$ cat src/rtl/tri_voice_pkg.sv
package tri_voice_pkg;

   localparam int BYTE_W = 8;
   localparam int PER_W  = 11;
   localparam int LIN_W  = 7;
   localparam int LEN_W  = 8;
   localparam int STEP_W = 5;
   localparam int IDX_W  = 5;
   localparam int AMP_W  = 6;

   typedef enum logic [1:0] {
      ADR_CTRL  = 2'd0,
      ADR_SPARE = 2'd1,
      ADR_PLO   = 2'd2,
      ADR_PHI   = 2'd3
   } reg_adr_e;

   // note-length table: odd slots follow a rule, even slots are listed
   function automatic logic [LEN_W-1:0] len_lookup(input logic [IDX_W-1:0] idx);
      logic [LEN_W-1:0] v;
      if (idx[0]) begin
         v = (idx == 5'd1) ? 8'd254 : {3'd0, idx} - 8'd1;
      end else begin
         case (idx[4:1])
            4'd0:  v = 8'd10;
            4'd1:  v = 8'd20;
            4'd2:  v = 8'd40;
            4'd3:  v = 8'd80;
            4'd4:  v = 8'd160;
            4'd5:  v = 8'd60;
            4'd6:  v = 8'd14;
            4'd7:  v = 8'd26;
            4'd8:  v = 8'd12;
            4'd9:  v = 8'd24;
            4'd10: v = 8'd48;
            4'd11: v = 8'd96;
            4'd12: v = 8'd192;
            4'd13: v = 8'd72;
            4'd14: v = 8'd16;
            default: v = 8'd32;
         endcase
      end
      return v;
   endfunction

   // triangle shaping of a 5-bit step into a signed amplitude
   function automatic logic signed [AMP_W-1:0] shape_amp(input logic [STEP_W-1:0] s);
      logic [4:0] mag;
      mag = {1'b0, s[2:0], 1'b0};
      if (s[3]) mag = 5'd16 - mag;
      return s[4] ? -$signed({1'b0, mag}) : $signed({1'b0, mag});
   endfunction

endpackage

$ cat src/rtl/tri_regs.sv
module tri_regs
   import tri_voice_pkg::*;
(
   input  logic                clk,
   input  logic                rst_n,
   input  logic                wr_en,
   input  logic [1:0]          wr_addr,
   input  logic [BYTE_W-1:0]   wr_data,
   output logic [BYTE_W-1:0]   ctrl_q,
   output logic [PER_W-1:0]    period_q,
   output logic                wr_ctrl,
   output logic                wr_len,
   output logic [IDX_W-1:0]    len_idx,
   output logic [LIN_W-1:0]    wr_lin
);
   localparam int HI_W = PER_W - BYTE_W;

   assign wr_ctrl = wr_en && (reg_adr_e'(wr_addr) == ADR_CTRL);
   assign wr_len  = wr_en && (reg_adr_e'(wr_addr) == ADR_PHI);
   assign len_idx = wr_data[BYTE_W-1 -: IDX_W];
   assign wr_lin  = wr_data[LIN_W-1:0];

   always_ff @(posedge clk or negedge rst_n) begin
      if (!rst_n) begin
         ctrl_q   <= '0;
         period_q <= '0;
      end else if (wr_en) begin
         case (reg_adr_e'(wr_addr))
            ADR_CTRL: ctrl_q <= wr_data;
            ADR_PLO:  period_q[BYTE_W-1:0] <= wr_data;
            ADR_PHI:  period_q[PER_W-1:BYTE_W] <= wr_data[HI_W-1:0];
            default:  ;
         endcase
      end
   end
endmodule

$ cat src/rtl/tri_gate.sv
module tri_gate
   import tri_voice_pkg::*;
#(
   parameter int START_DELAY = 1
) (
   input  logic                clk,
   input  logic                rst_n,
   input  logic                voice_en,
   input  logic                tick,
   input  logic                hold,
   input  logic [LIN_W-1:0]    lin_reload,
   input  logic                wr_ctrl,
   input  logic [LIN_W-1:0]    wr_lin,
   input  logic                wr_len,
   input  logic [IDX_W-1:0]    len_idx,
   output logic                lin_nz,
   output logic                len_nz
);
   localparam int DLY_W = (START_DELAY < 2) ? 1 : $clog2(START_DELAY + 1);

   logic [LIN_W-1:0] lin_q;
   logic [LEN_W-1:0] len_q;
   logic [DLY_W-1:0] dly_q, dly_next;
   logic             started_q, start_now, counting;

   assign dly_next  = (dly_q == '0) ? '0 : dly_q - 1'b1;
   assign start_now = tick && !started_q && !hold && (dly_next == '0);
   assign counting  = tick && (started_q || start_now);

   always_ff @(posedge clk or negedge rst_n) begin
      if (!rst_n) begin
         lin_q     <= '0;
         len_q     <= '0;
         dly_q     <= '0;
         started_q <= 1'b0;
      end else if (!voice_en) begin
         lin_q     <= '0;
         len_q     <= '0;
         dly_q     <= '0;
         started_q <= 1'b0;
      end else if (wr_len) begin
         len_q     <= len_lookup(len_idx);
         lin_q     <= lin_reload;
         dly_q     <= DLY_W'(START_DELAY);
         started_q <= 1'b0;
      end else begin
         if (wr_ctrl && !started_q) begin
            lin_q <= wr_lin;
         end else if (counting && lin_q != '0) begin
            lin_q <= lin_q - 1'b1;
         end
         if (counting && !hold && len_q != '0) begin
            len_q <= len_q - 1'b1;
         end
         if (tick && !started_q && !hold) begin
            dly_q <= dly_next;
            if (start_now) started_q <= 1'b1;
         end
      end
   end

   assign lin_nz = (lin_q != '0);
   assign len_nz = (len_q != '0);


   disable_clears_chk: assert property (@(posedge clk) disable iff (!rst_n)
      !voice_en |=> (!lin_nz && !len_nz && !started_q));

   hold_blocks_start_chk: assert property (@(posedge clk) disable iff (!rst_n)
      $rose(started_q) |-> !$past(hold));

   len_load_chk: assert property (@(posedge clk) disable iff (!rst_n)
      (wr_len && voice_en) |=> len_nz);

   ctrl_ignored_chk: assert property (@(posedge clk) disable iff (!rst_n)
      (wr_ctrl && started_q && !tick && voice_en) |=> $stable(lin_q));
endmodule

$ cat src/rtl/tri_seq.sv
module tri_seq
   import tri_voice_pkg::*;
#(
   parameter bit OUT_REG = 1'b0
) (
   input  logic                     clk,
   input  logic                     rst_n,
   input  logic                     gate,
   input  logic [PER_W-1:0]         period,
   output logic signed [AMP_W-1:0]  amp_out,
   output logic signed [AMP_W-1:0]  mix_out
);
   logic [PER_W-1:0]          cnt_q;
   logic [STEP_W-1:0]         step_q;
   logic signed [AMP_W-1:0]   amp_c;

   always_ff @(posedge clk or negedge rst_n) begin
      if (!rst_n) begin
         cnt_q  <= '0;
         step_q <= '0;
      end else if (gate) begin
         if (cnt_q == '0) begin
            cnt_q  <= period;
            step_q <= step_q + 1'b1;
         end else begin
            cnt_q <= cnt_q - 1'b1;
         end
      end
   end

   assign amp_c = shape_amp(step_q);

   generate
      if (OUT_REG) begin : g_reg_out
         logic signed [AMP_W-1:0] amp_q;
         logic                    gate_q;
         always_ff @(posedge clk or negedge rst_n) begin
            if (!rst_n) begin
               amp_q  <= '0;
               gate_q <= 1'b0;
            end else begin
               amp_q  <= amp_c;
               gate_q <= gate;
            end
         end
         assign amp_out = amp_q;
         assign mix_out = gate_q ? amp_q : '0;
      end else begin : g_comb_out
         assign amp_out = amp_c;
         assign mix_out = gate ? amp_c : '0;
      end
   endgenerate


   freeze_chk: assert property (@(posedge clk) disable iff (!rst_n)
      !gate |=> $stable(step_q));

   amp_range_chk: assert property (@(posedge clk) disable iff (!rst_n)
      (amp_out >= -6'sd16) && (amp_out <= 6'sd16));
endmodule

$ cat src/rtl/tri_voice.sv
module tri_voice
   import tri_voice_pkg::*;
#(
   parameter int START_DELAY = 1,
   parameter int MUTE_BELOW  = 4,
   parameter bit OUT_REG     = 1'b0
) (
   input  logic                     clk,
   input  logic                     rst_n,
   input  logic                     voice_en,
   input  logic                     wr_en,
   input  logic [1:0]               wr_addr,
   input  logic [7:0]               wr_data,
   input  logic                     frame_tick,
   output logic signed [5:0]        amp_out,
   output logic signed [5:0]        mix_out,
   output logic                     len_active
);
   localparam logic [PER_W-1:0] MIN_RAW = PER_W'(MUTE_BELOW - 1);

   generate
      if (START_DELAY < 1 || START_DELAY > 255) begin : g_bad_delay
         $error("tri_voice: START_DELAY out of range");
      end
      if (MUTE_BELOW < 1 || MUTE_BELOW > (1 << PER_W)) begin : g_bad_mute
         $error("tri_voice: MUTE_BELOW out of range");
      end
   endgenerate

   logic [BYTE_W-1:0] ctrl_q;
   logic [PER_W-1:0]  period_q;
   logic              wr_ctrl, wr_len;
   logic [IDX_W-1:0]  len_idx;
   logic [LIN_W-1:0]  wr_lin;
   logic              lin_nz, len_nz, per_ok, gate;

   tri_regs u_regs (
      .clk(clk), .rst_n(rst_n), .wr_en(wr_en), .wr_addr(wr_addr),
      .wr_data(wr_data), .ctrl_q(ctrl_q), .period_q(period_q),
      .wr_ctrl(wr_ctrl), .wr_len(wr_len), .len_idx(len_idx), .wr_lin(wr_lin)
   );

   tri_gate #(.START_DELAY(START_DELAY)) u_gate (
      .clk(clk), .rst_n(rst_n), .voice_en(voice_en), .tick(frame_tick),
      .hold(ctrl_q[BYTE_W-1]), .lin_reload(ctrl_q[LIN_W-1:0]),
      .wr_ctrl(wr_ctrl), .wr_lin(wr_lin), .wr_len(wr_len), .len_idx(len_idx),
      .lin_nz(lin_nz), .len_nz(len_nz)
   );

   assign per_ok = (period_q >= MIN_RAW);
   assign gate   = lin_nz && len_nz && per_ok && voice_en;

   tri_seq #(.OUT_REG(OUT_REG)) u_seq (
      .clk(clk), .rst_n(rst_n), .gate(gate), .period(period_q),
      .amp_out(amp_out), .mix_out(mix_out)
   );

   assign len_active = len_nz;


   short_period_mute_chk: assert property (@(posedge clk) disable iff (!rst_n)
      (!per_ok && !OUT_REG) |-> (mix_out == '0));
endmodule

$ cat config.mk
export PLATFORM = sky130hd
export DESIGN_NAME = tri_voice
export DESIGN_NICKNAME = d
export VERILOG_FILES = /design/src/rtl/tri_voice_pkg.sv /design/src/rtl/tri_regs.sv /design/src/rtl/tri_gate.sv /design/src/rtl/tri_seq.sv /design/src/rtl/tri_voice.sv
export SDC_FILE = /design/constraint.sdc
export NUM_CORES = 1
export LEC_CHECK = 0
export ABC_AREA = 1
export BUFFER_PORTS_ARGS = -buffer_cell sky130_fd_sc_hd__buf_2
export CAP_MARGIN = 25
export CORE_MARGIN = 2
export CORE_UTILIZATION = 50
export CTS_BUF_LIST = sky130_fd_sc_hd__clkbuf_8 sky130_fd_sc_hd__clkbuf_16
export CTS_CLUSTER_DIAMETER = 200
export CTS_CLUSTER_SIZE = 8
export DETAILED_ROUTE_END_ITERATION = 16
export PLACE_DENSITY = 0.68
export REMOVE_ABC_BUFFERS = 1
export SYNTH_ARGS = -nofsm -noshare
export SYNTH_HDL_FRONTEND = slang
export SYNTH_SLANG_ARGS = --single-unit
$ cat constraint.sdc
create_clock -name clk -period 5.1 [get_ports clk]
set_input_delay 0.765 -clock clk [delete_from_list [all_inputs] [get_ports clk]]
set_output_delay 0.765 -clock clk [all_outputs]
set_load 0.03 [all_outputs]
After elaboration in Yosys (flattened, before gate mapping)
Memories as Yosys holds them, arrays and structs flattened. Cells that the tools add are included.

Div/mod/pow operators: 0. $mul: 0. Eq/ne operators: 7. Mux-type cells: 21. Bitwise logic cells: 1. Reductions and logical operators: 25. $add $sub $neg: 8. Magnitude comparators: 1. Shift operators: 0.

Operator list (count): $mux 8 (5); $mux 7 (4); $logic_and 1x1->1 (13); $mux 6 (2); $ge 11x2->1 const B (1); $logic_not 11->1 (1); $mux 11 (1); $sub 11x1->11 const B (1); $reduce_and 2->1 (5); $ne 3x1->1 const B (3); $mux 1 (8); $reduce_bool 8->1 (1); $sub 8x1->8 const B (1); $reduce_bool 7->1 (1); $sub 7x1->7 const B (1); $neg 5->6 (1); $sub 5x1->6 const B (1); $add 5x1->5 const B (1); $eq 5x1->1 const B (1); $mux 5 (1); $sub 5x4->5 const A (1); $eq 2x2->1 const B (2); $ne 4x1->1 const B (1); $logic_not 1->1 (2); 4 further kinds (4).

ROM bits: 112. Bits in writable memories: 0. Latch bits: 0. Bits of input ports: 15. Memories: 1. Register bits after elaboration: 52.

Memory list: (name not given) (words 16, bits a word 7, rd ports 1, clocked after memory_dff 0, write ports 0, line tri_voice_pkg.sv:24) `case (idx[4:1])`.

Logic depth before layout (Yosys ltp)
Gate-level depths: netlist of the first run.

Word-level depth: 11. Gate-level depth with buffers: 11.

Hierarchy
Synthesis of the first run repeated with hierarchy kept, for this count alone.

Cells, all modules: 570. Area total of the unflattened synthesis: 3898.7 um2.

By module, submodules not included: tri_gate (times used 1, cells an instance 272, seq. area each 400.4 um2, area an instance 1670.4 um2); tri_seq (times used 1, cells an instance 190, seq. area each 400.4 um2, area an instance 1290.0 um2); tri_regs (times used 1, cells an instance 98, seq. area each 475.5 um2, area an instance 897.1 um2); tri_voice (times used 1, cells an instance 10, seq. area each 0.0 um2, area an instance 41.3 um2).

Worst setup path before layout of the first run
OpenSTA, ideal clock, no wires.

Kind: register to output. Start: register u_seq.step_q[0]. End: output amp_out[2]. Buffers on the path: 0. Data required time: 4335 ps. Arrival time: 1865 ps. Cell stages (with the launch flop): 10. Setup slack: 2470 ps. Path through: dfrtp_1 inv_1 ha_1 nand2_1 o21ai_0 inv_1 ha_1 or2_2 o21ai_0 inv_1.

Word-level cells in the longest chain between the ends: 4.

RTL lines: start: declaration (line tri_seq.sv:14) `logic [STEP_W-1:0] step_q;`; start signal: assignment (line tri_seq.sv:24) `step_q <= step_q + 1'b1;`; $sub 5x4->5 (line tri_voice_pkg.sv:50) `if (s[3]) mag = 5'd16 - mag;`; $mux 5 (*) (line tri_voice_pkg.sv:50); $neg 5->6 (line tri_voice_pkg.sv:51) `return s[4] ? -$signed({1'b0, mag}) : $signed({1'b0, mag});`; $mux 6 (*) (line tri_voice_pkg.sv:51); end: declaration (line tri_voice.sv:15) `output logic signed [5:0] amp_out,`.

Mark *: on every way between the ends. The rest lies on a longest branch, timed or not.

Worst setup path after layout of the first run
Start: register u_seq.step_q[0]. End: output mix_out[2].

Word-level cells in the longest chain between the ends: 5.

RTL lines: $sub 5x4->5 (line tri_voice_pkg.sv:50); $mux 5 (*) (line tri_voice_pkg.sv:50); $neg 5->6 (line tri_voice_pkg.sv:51); $mux 6 (*) (line tri_voice_pkg.sv:51); $mux 6 (*) (line tri_seq.sv:50) `assign mix_out = gate ? amp_c : '0;`; end: declaration (line tri_voice.sv:16) `output logic signed [5:0] mix_out,`.

Marked as above.

==> results of run 1 <==
-- cell type report --
class	instances	area [sq um]	share of cell area [%]
well taps	99	124	3.16
clock inverters	2	38.8	0.989
inverters	61	236	6.03
repair buffers	26	133	3.38
clock buffers	6	82.6	2.10
multi-input cells	406	2030	51.8
flip-flops and latches	51	1280	32.5
-- through the flow --
stage                     hold slack, ns  power, W  std cells  instance area [sq um]  util [%]
final                              0.491   0.00180        651                   3920      54.7
after global routing               0.524   0.00198        651                   3920      54.7
after CTS                          0.493   0.00182        651                   3920      54.7
after detailed placement           0.474   0.00151        643                   3800      53.0
after global placement             0.465   0.00149        643                   3800      53.0
after floorplan                    0.446   0.00132        518                   3550         -
-- state kept, by name, indices dropped and copies added (netlist names) --
register	cells
u_seq.cnt_q	11
u_gate.started_q	1
u_gate.len_q	8
u_seq.step_q	5
u_regs.period_q	11
u_regs.ctrl_q	8
u_gate.lin_q	7
-- per-layer routing --
metal | share of wire (%) | vias up | GRT usage (%)
met4 | 1.1 | 0 | 5.16
li1 | - | 1706 | -
met5 | 0 | - | 0
met3 | 3.3 | 9 | 3.02
met2 | 49 | 58 | 37.4
met1 | 46 | 1477 | 26.8
-- where the power goes --
group          switching (W)  internal (W)
registers           0.000104      0.000507
clock network       0.000142      0.000162
logic               0.000573      0.000316
total               0.000819      0.000985
-- worst paths after layout --
| kind | from | to | slack (ns) | depth (start not counted) |
|---|---|---|---|---|
| worst min-delay path | u_regs.ctrl_q[3] | u_regs.ctrl_q[3] | 0.49 | 2 |
| worst min register to register | u_regs.ctrl_q[3] | u_regs.ctrl_q[3] | 0.49 | 2 |
| max in group asynchronous | rst_n | u_gate.len_q[3] | 4.11 | 2 |
| worst max register to register | u_seq.cnt_q[0] | u_seq.cnt_q[0] | 3.29 | 10 |
| worst max-delay path | u_seq.step_q[0] | mix_out[2] | 1.94 | 10 |
| min in group asynchronous | rst_n | u_seq.cnt_q[5] | 0.54 | 2 |
-- cell families after synthesis --
logic type | after synthesis | share of synthesized area (%)
and+or+nand+nor | 321 | 39.2
buffers and inverters | 77 | 9.71
AOI/OAI and AO/OA | 56 | 8.34
DFF | 51 | 34.9
xor gates and xnor gates | 14 | 3.35
adders and majority gates | 13 | 4.44
other | 1 | 0.102
-- Yosys cell counts (6+ instances only) --
master     n  area, sq um
ha_1      13          163
nand2_2    6         37.5
nor2_2    10         62.6
xor2_1     9         78.8
nand2_1  192          721
inv_1     54          203
nand3_1   54          270
o21ai_0   34          170
dfrtp_1   51         1280
o21ai_1    8         40.0
nor2_1    36          135
nand4_1    6         37.5
-- critical path: cells and delay by family (launching register included) --
family          cells  cell delay, ns
simple gates        3            0.40
buf+inv             3            0.40
flops               1            0.44
compound gates      2            0.27
fa+ha+maj           2            0.58
-- cells in the final DEF (no fill, tap or decap), types with 4 or more instances in the layout --
cell | synthesis | final
nand2_1 | 192 | 192
or2_2 | 5 | 5
nor2_2 | 10 | 10
ha_1 | 13 | 13
nand2_4 | 4 | 4
nand4_1 | 6 | 6
a21oi_1 | 5 | 5
nand2_2 | 6 | 6
o21ai_0 | 34 | 34
xnor2_1 | 5 | 5
nand3_1 | 54 | 54
buf_2 | 5 | 25
inv_1 | 54 | 54
xor2_1 | 9 | 9
o21ai_1 | 8 | 8
dfrtp_1 | 51 | 51
nor2_1 | 36 | 36
clkbuf_8 | 0 | 6
==> out/results.txt, run 1 <==
synthesized area per cell - 6.87 sq um
RSZ-0062 raised after global routing - false
antenna viol nets, final - 0
Final Hold Viols - 0
postcts setup bufs - 0
worst slew pin tran - 0.649 ns
Hold WC Path Type - flip-flop to flip-flop
clock root buffer - clkbuf_8
# fillers - 737
First-pass DRT Iterations - 4
vias in the first global route - 3004
Clock Latency Late Sink - 0.31 ns
initial antenna violation count - 0
TritonCTS clock tree - yes
# IOs - 28
total grt overflow - 0
final period utilization - 62.0%
WP data arrival - 2.40 ns
Syn-to-layout area delta - 7.18%
CTS clk-pin slew, worst paths - 0.10 ns
I/O Buffers - 25
first-pass GRT wire length - 13300 um
hpwl dp - 5920 um
Die Span X - 89.6 um
DIE AREA - 8020 sq um
Vias/cell - 4.99
Worst path slowest cell - dfrtp_1
Rows - 31
area of the mapped netlist - 3660 sq um
CTS resizes - 0
CTS Sinks - 51
detailed-route wire length - 7830 um
Slew headroom - 56.8%
Total GRT Usage - 21.0%
Netlist cell types - 35
Post-synth EDFFs - 0
min cycle time layout - 3.16 ns
synthesis-stage register bit count - 51
starting density of the core - 51.0%
Post-synth top flop - dfrtp_1
Vias - 3250
largest net degree at the start of global routing - 52
Core ar. - 7180 sq um
hold_buf cts - 0
H-Tree Depth - 2
CP required - 4.34 ns
CP Cell Sequence - inv_1 -> ha_1 -> nand2_1 -> o21ai_0 -> inv_1 -> ha_1 -> or2_2 -> o21ai_0 -> nor2_2 -> buf_2
pwr dens - 460 nW/um^2
maxcap violations - 0
status - finished, final reports clean
Total Neg Setup Slack - 0 ns
Final Skew - 0.0132 ns
Nets - 579
ant diodes - 0
Startpoint Class - flip-flop
Max Freq - 316 MHz
sequential fraction of the synthesis area - 34.9%
Avg WL per Cell - 12.0 um
share of layout cells above drive strength 1 - 13.4%
Crit. End Element - output pin
Slew Limit Fails - 0
Worst path max stage delay - 0.44 ns
routability cong. - 0.894
final setup margin - 1.94 ns
Starting DRT DRC Count - 135
CP Max Fanout - 6
Worst VDD drop - 236 uV
chip height - 89.6 um
Finish-stage setup viols - 0
LEAKAGE - 2.12 nW
CTS buffer count - 5
worst-case clock buffer depth - 2
Cells after Synth - 533
critical path class - flip-flop to output pin
pre-CTS setup slack - 2.26 ns
DRC - 0
ys async rst share - 100%
Synth warnings - 0
Power figures use the tool's default switching activity.
==> run 2: changes to the inputs <==
- clock period: 5.1 -> 3 ns (I/O delays scaled with it)
==> run 2 against run 1 <==
Against the previous run: clock skew grew 0.0016 ns; clock power rose by 70%; count of clock-buffer cells in the layout did not move; final cell count is 0.15% higher; utilization is 0.070 points higher; highest routed layer unchanged.
==> out/results.txt, run 2 (synthesized netlist as in run 1, its figures left out) <==
Internal - 0.00168 W (+71%)
placed cell count - 643 (unchanged)
worst-case clock buffer depth - 2 (unchanged)
Slew Limit Fails - 0 (unchanged)
Core Util, Final - 54.8% (+0.070 points)
Final Skew - 0.0147 ns (+0.00156 ns)
pwr dens - 785 nW/um^2 (+71%)
register share of total power - 33.5% (-0.4 points)
Total Neg Setup Slack - 0 ns (unchanged)
LEAKAGE - 2.12 nW (+0.15%)
top flop regs - u_regs.period_q (11), u_seq.cnt_q (11)
largest net degree at the start of global routing - 29 (-44%)
Finish-stage setup viols - 0 (unchanged)
Worst VDD drop - 452 uV (+91%)
status - finished, final reports clean
critical path class - flip-flop to output pin
Vias - 3288 (+1.2%)
I/O Buffers - 25 (unchanged)
post-layout power - 0.00308 W (+71%)
CTS clk-pin slew, worst paths - 0.10 ns (about the same)
First-pass DRT Iterations - 4 (unchanged)
total grt overflow - 0 (unchanged)
CP Max Fanout - 5 (-1)
# IOs - 28 (unchanged)
routability cong. - 0.872 (-2.5%)
CTS buffer count - 5 (unchanged)
Finished Layout Cells - 652 (+0.15%)
Final Hold Viols - 0 (unchanged)
DRC - 0 (unchanged)
vias in the first global route - 3046 (+1.4%)
NetSw - 0.00140 W (+71%)
Crit. End Element - output pin
Hold WC Path Type - primary input to asynchronous set/reset pin
chip height - 89.6 um (unchanged)
detailed-route wire length - 7980 um (+1.9%)
Die Span X - 89.6 um (unchanged)
initial antenna violation count - 0 (unchanged)
most frequent cells in the layout - nand2_1 (192), inv_1 (54), nand3_1 (54)
Syn-to-layout area delta - 7.31%
Clock power frac - 16.7% (about the same)
ant diodes - 0 (unchanged)
CP required - 2.55 ns (-1.79 ns)
TritonCTS clock tree - yes
switching share of power - 45.5% (+0.085 points)
Max Freq - 361 MHz
Total GRT Usage - 21.4% (+0.42 points)
final period utilization - 92.3%
Core ar. - 7180 sq um (unchanged)
Clock Latency Late Sink - 0.31 ns (about the same)
Rows - 31 (unchanged)
DIE AREA - 8020 sq um (unchanged)
hpwl dp - 5980 um (+0.97%)
commonest non-fill, non-tap cell in the layout - nand2_1
combinational share of power - 49.8% (+0.5 points)
CTS Sinks - 51 (unchanged)
Avg WL per Cell - 12.2 um (+1.7%)
Startpoint Class - flip-flop
Vias/cell - 5.04 (+1.0%)
Slew headroom - 56.8% (about the same)
RSZ-0062 raised after global routing - false
starting density of the core - 51.0% (unchanged)
Starting DRT DRC Count - 143 (+5.9%)
antenna viol nets, final - 0 (unchanged)
Nets - 580 (+0.17%)
WP data arrival - 2.32 ns (-0.08 ns)
min cycle time layout - 2.77 ns
clock root buffer - clkbuf_8
first-pass GRT wire length - 13500 um (+1.8%)
H-Tree Depth - 2 (unchanged)
worst slew pin tran - 0.648 ns (-0.000157 ns)
maxcap violations - 0 (unchanged)
share of layout cells above drive strength 1 - 13.7% (+0.34 points)
==> run 2: changes by cell type in the layout (fill, tap and decap cells not counted), sizes merged <==
cell,previous run,this run
buf,26,27
clkinv,2,3
inv,60,59
==> run 2: layer usage <==
layer,GRT usage [%],part of all wire [%],vias to the layer above
li1,-,-,1713
met1,27.5,47,1496
met2,37.0,48,65
met3,2.93,3.1,14
met4,7.60,1.9,0
met5,0,0,-
==> run 2: repair_timing <==
action	CTS	global route
setup endpoints to repair	0	2
buffers inserted	0	1
endpoints found under the hold margin	0	0
hold buffers	0	0
gates resized for setup	0	1
==> run 2: stage by stage <==
stage                     instance area [sq um]  hold WS [ns]  setup WS, ns
after floorplan                            3550         0.154         0.446
after global placement                     3800         0.464         0.565
after detailed placement                   3800         0.470         0.482
after CTS                                  3920         0.184         0.131
after global routing                       3930         0.205        0.0234
final                                      3930         0.151         0.231
==> run 2: worst max-delay path, stage by stage, from the launching register on <==
cell and delay [ns]:
dfrtp_2 0.43, inv_1 0.16, ha_1 0.27, nand2_1 0.07
o21ai_0 0.12, inv_1 0.08, ha_1 0.21, or2_2 0.28
o21ai_0 0.14, inv_1 0.07, buf_2 0.18
==> run 2: area by class of cell <==
type                       instances  area (sq um)
clock buffer                       6          82.6
clock inverter                     2          35.0
fill                             714          3250
inverter                          61           236
multi-input combinational        406          2030
sequential                        51          1280
tap                               99           124
timing repair buffer              27           140
==> run 2: final timing paths <==
check                                  from                   to  slack, ns  depth (start not counted)
min reg2reg                u_regs.ctrl_q[4]     u_regs.ctrl_q[4]       0.49                          2
max in group asynchronous             rst_n      u_seq.step_q[0]       2.07                          2
max                         u_seq.step_q[0]           amp_out[2]       0.23                         10
max reg2reg                  u_seq.cnt_q[0]       u_seq.cnt_q[0]       1.19                         10
min                                   rst_n       u_seq.cnt_q[5]       0.15                          1
min in group clk                 wr_data[2]  u_regs.period_q[10]       0.45                          3
==> run 2: power by group through the flow <==
stage	Clock, W	Sequential (W)	Combinational (W)
3_5_place_dp	0	0.00105	0.00152
6_report	0.000515	0.00103	0.00153
2_1_floorplan	0	0.00102	0.00121
5_1_grt	0.000545	0.00106	0.00177
4_1_cts	0.000521	0.00104	0.00153
3_3_place_gp	0	0.00105	0.00149
==> run 3: changes to the inputs <==
- CORE_UTILIZATION: 50 -> 56
- PLACE_DENSITY: 0.68 -> 0.75
==> run 3 against run 2 <==
Against the previous run: clock skew is 0.0030 ns higher; sequential power hardly changed; count of clock-buffer cells in the layout stayed put; non-clock buffer count stayed put; routed wire length is 1.5% higher; final cell count is 3.5% lower; largest cell class unchanged; fmax is 0.14% higher; final area is 1.5% lower; first-iteration DRC count is 63% higher; clock power is 21% lower; critical path type unchanged.
==> out/results.txt, run 3 (synthesized netlist as in run 1, its figures left out) <==
Vias/cell - 5.30 (+5.1%)
CP Max Fanout - 6 (+1)
Multi-input gate area - 2030 sq um (unchanged)
final setup margin - 0.235 ns (+0.00378 ns)
Avg WL per Cell - 12.9 um (+5.2%)
most frequent cells in the layout - nand2_1 (192), inv_1 (54), nand3_1 (54)
Startpoint Class - flip-flop
CTS clk-pin slew, worst paths - 0.10 ns (about the same)
total grt overflow - 0 (unchanged)
Clock Latency Late Sink - 0.31 ns (about the same)
detailed-route wire length - 8090 um (+1.5%)
RSZ-0062 raised after global routing - false
Crit. End Element - output pin
critical path class - flip-flop to output pin
share of layout cells above drive strength 1 - 13.6% (-0.16 points)
DIE AREA - 7200 sq um (-10%)
design area - 3870 sq um (-1.5%)
Total Neg Setup Slack - 0 ns (unchanged)
min cycle time layout - 2.76 ns (-0.00378 ns)
CTS buffer count - 5 (unchanged)
Core ar. - 6350 sq um (-12%)
vias in the first global route - 3275 (+7.5%)
starting density of the core - 57.7% (+6.6 points)
Syn-to-layout area delta - 5.74%
status - finished, final reports clean
largest net degree at the start of global routing - 27 (-6.9%)
Final Skew - 0.0178 ns (+0.00304 ns)
postcts setup bufs - 0 (unchanged)
Finish-stage setup viols - 0 (unchanged)
Hold WC Path Type - primary input to asynchronous set/reset pin
worst slew pin tran - 0.607 ns (-0.0416 ns)
initial antenna violation count - 0 (unchanged)
CP startpoint - u_seq.step_q[0]
pwr dens - 770 nW/um^2 (-1.9%)
Vias - 3333 (+1.4%)
LEAKAGE - 2.11 nW (-0.68%)
CTS resizes - 0 (unchanged)
Setup crit end - amp_out[2]
Starting DRT DRC Count - 233 (+63%)
pre-CTS setup slack - 0.500 ns (+0.0179 ns)
worst-case clock buffer depth - 2 (unchanged)
WP data arrival - 2.31 ns (about the same)
First-pass DRT Iterations - 4 (unchanged)
commonest non-fill, non-tap cell in the layout - nand2_1
storage element area - 1280 sq um (unchanged)
chip height - 84.9 um (-5.3%)
TritonCTS clock tree - yes
Worst VDD drop - 423 uV (-6.4%)
I/O Buffers - 25 (unchanged)
FF-to-FF End - u_seq.cnt_q[0]
final period utilization - 92.2% (-0.13 points)
top flop regs - u_regs.period_q (11), u_seq.cnt_q (11)
Nets - 580 (unchanged)
RR Startpoint - u_seq.cnt_q[0]
Slew Limit Fails - 0 (unchanged)
ant diodes - 0 (unchanged)
CP required - 2.55 ns (about the same)
Total GRT Usage - 24.4% (+3.0 points)
Die Span X - 84.9 um (-5.3%)
hpwl dp - 6150 um (+2.9%)
first-pass GRT wire length - 14400 um (+6.6%)
# fillers - 601 (-16%)
routability cong. - 0.910 (+4.5%)
hold_buf cts - 0 (unchanged)
Slew headroom - 59.5% (+2.8 points)
R2R Setup Slk - 1.18 ns (about the same)
R2R cell count - 10 (unchanged)
Final Hold Viols - 0 (unchanged)
Max Freq - 362 MHz (+0.14%)
CTS Sinks - 51 (unchanged)
Placed Area - 3780 sq um (-0.53%)
Rows - 29 (-6.5%)
DRC - 0 (unchanged)
clock root buffer - clkbuf_8
maxcap violations - 0 (unchanged)
Core Util, Final - 61.0% (+6.2 points)
antenna viol nets, final - 0 (unchanged)
# IOs - 28 (unchanged)
H-Tree Depth - 2 (unchanged)
run 3: changes by cell type in the layout (fill, tap and decap cells not counted), sizes merged:
cell    before  now
bufinv       1    0
run 3: per-stage QoR:
step	cells	hold WS (ns)	power [W]
3_5_place_dp	622	0.472	0.00257
4_1_cts	629	0.156	0.00298
6_report	629	0.133	0.00298
2_1_floorplan	518	0.154	0.00224
3_3_place_gp	622	0.463	0.00253
5_1_grt	629	0.168	0.00328
run 3: cell type report:
type	count	area share (%)
multi-input combinational	406	52.5
inverter	61	6.11
sequential	51	33.0
clock inverter	1	0.129
tap	77	2.49
timing repair buffer	27	3.62
clock buffer	6	2.13
run 3: worst min-delay path by stage:
stage | from | end | slack (ns)
finish | rst_n | u_seq.cnt_q[5] | 0.13
global route | rst_n | u_seq.cnt_q[7] | 0.17
CTS | rst_n | u_seq.cnt_q[7] | 0.16
detailed placement | u_regs.ctrl_q[1] | u_regs.ctrl_q[1] | 0.47
global placement | u_regs.ctrl_q[1] | u_regs.ctrl_q[1] | 0.46
floorplan | rst_n | u_gate.len_q[0] | 0.15
run 3: metal layers:
metal  part of all wire [%]  GRT usage, %  wire, um  vias to the layer above
met1                     45          31.4      3650                     1523
li1                       -             -         -                     1711
met3                    4.9          3.89       399                       14
met4                    2.2          9.81       179                        0
met5                      0             0         0                        -
met2                     48          41.4      3860                       85
run 3: critical path, cell delays in order (launching register included):
cell and delay [ns]:
dfrtp_2 0.42, inv_1 0.11, ha_1 0.31, nand2_1 0.05, o21ai_0 0.13, inv_1 0.08
ha_1 0.26, or2_2 0.28, o21ai_0 0.12, inv_1 0.06, buf_2 0.18
run 3: where the power goes:
group          leakage, nW  total [W]  internal (W)  switching (W)
registers            0.657    0.00104      0.000864       0.000178
logic                 1.40    0.00153      0.000538       0.000990
clock network       0.0470   0.000409      0.000182       0.000227
total                 2.11    0.00298       0.00158        0.00139
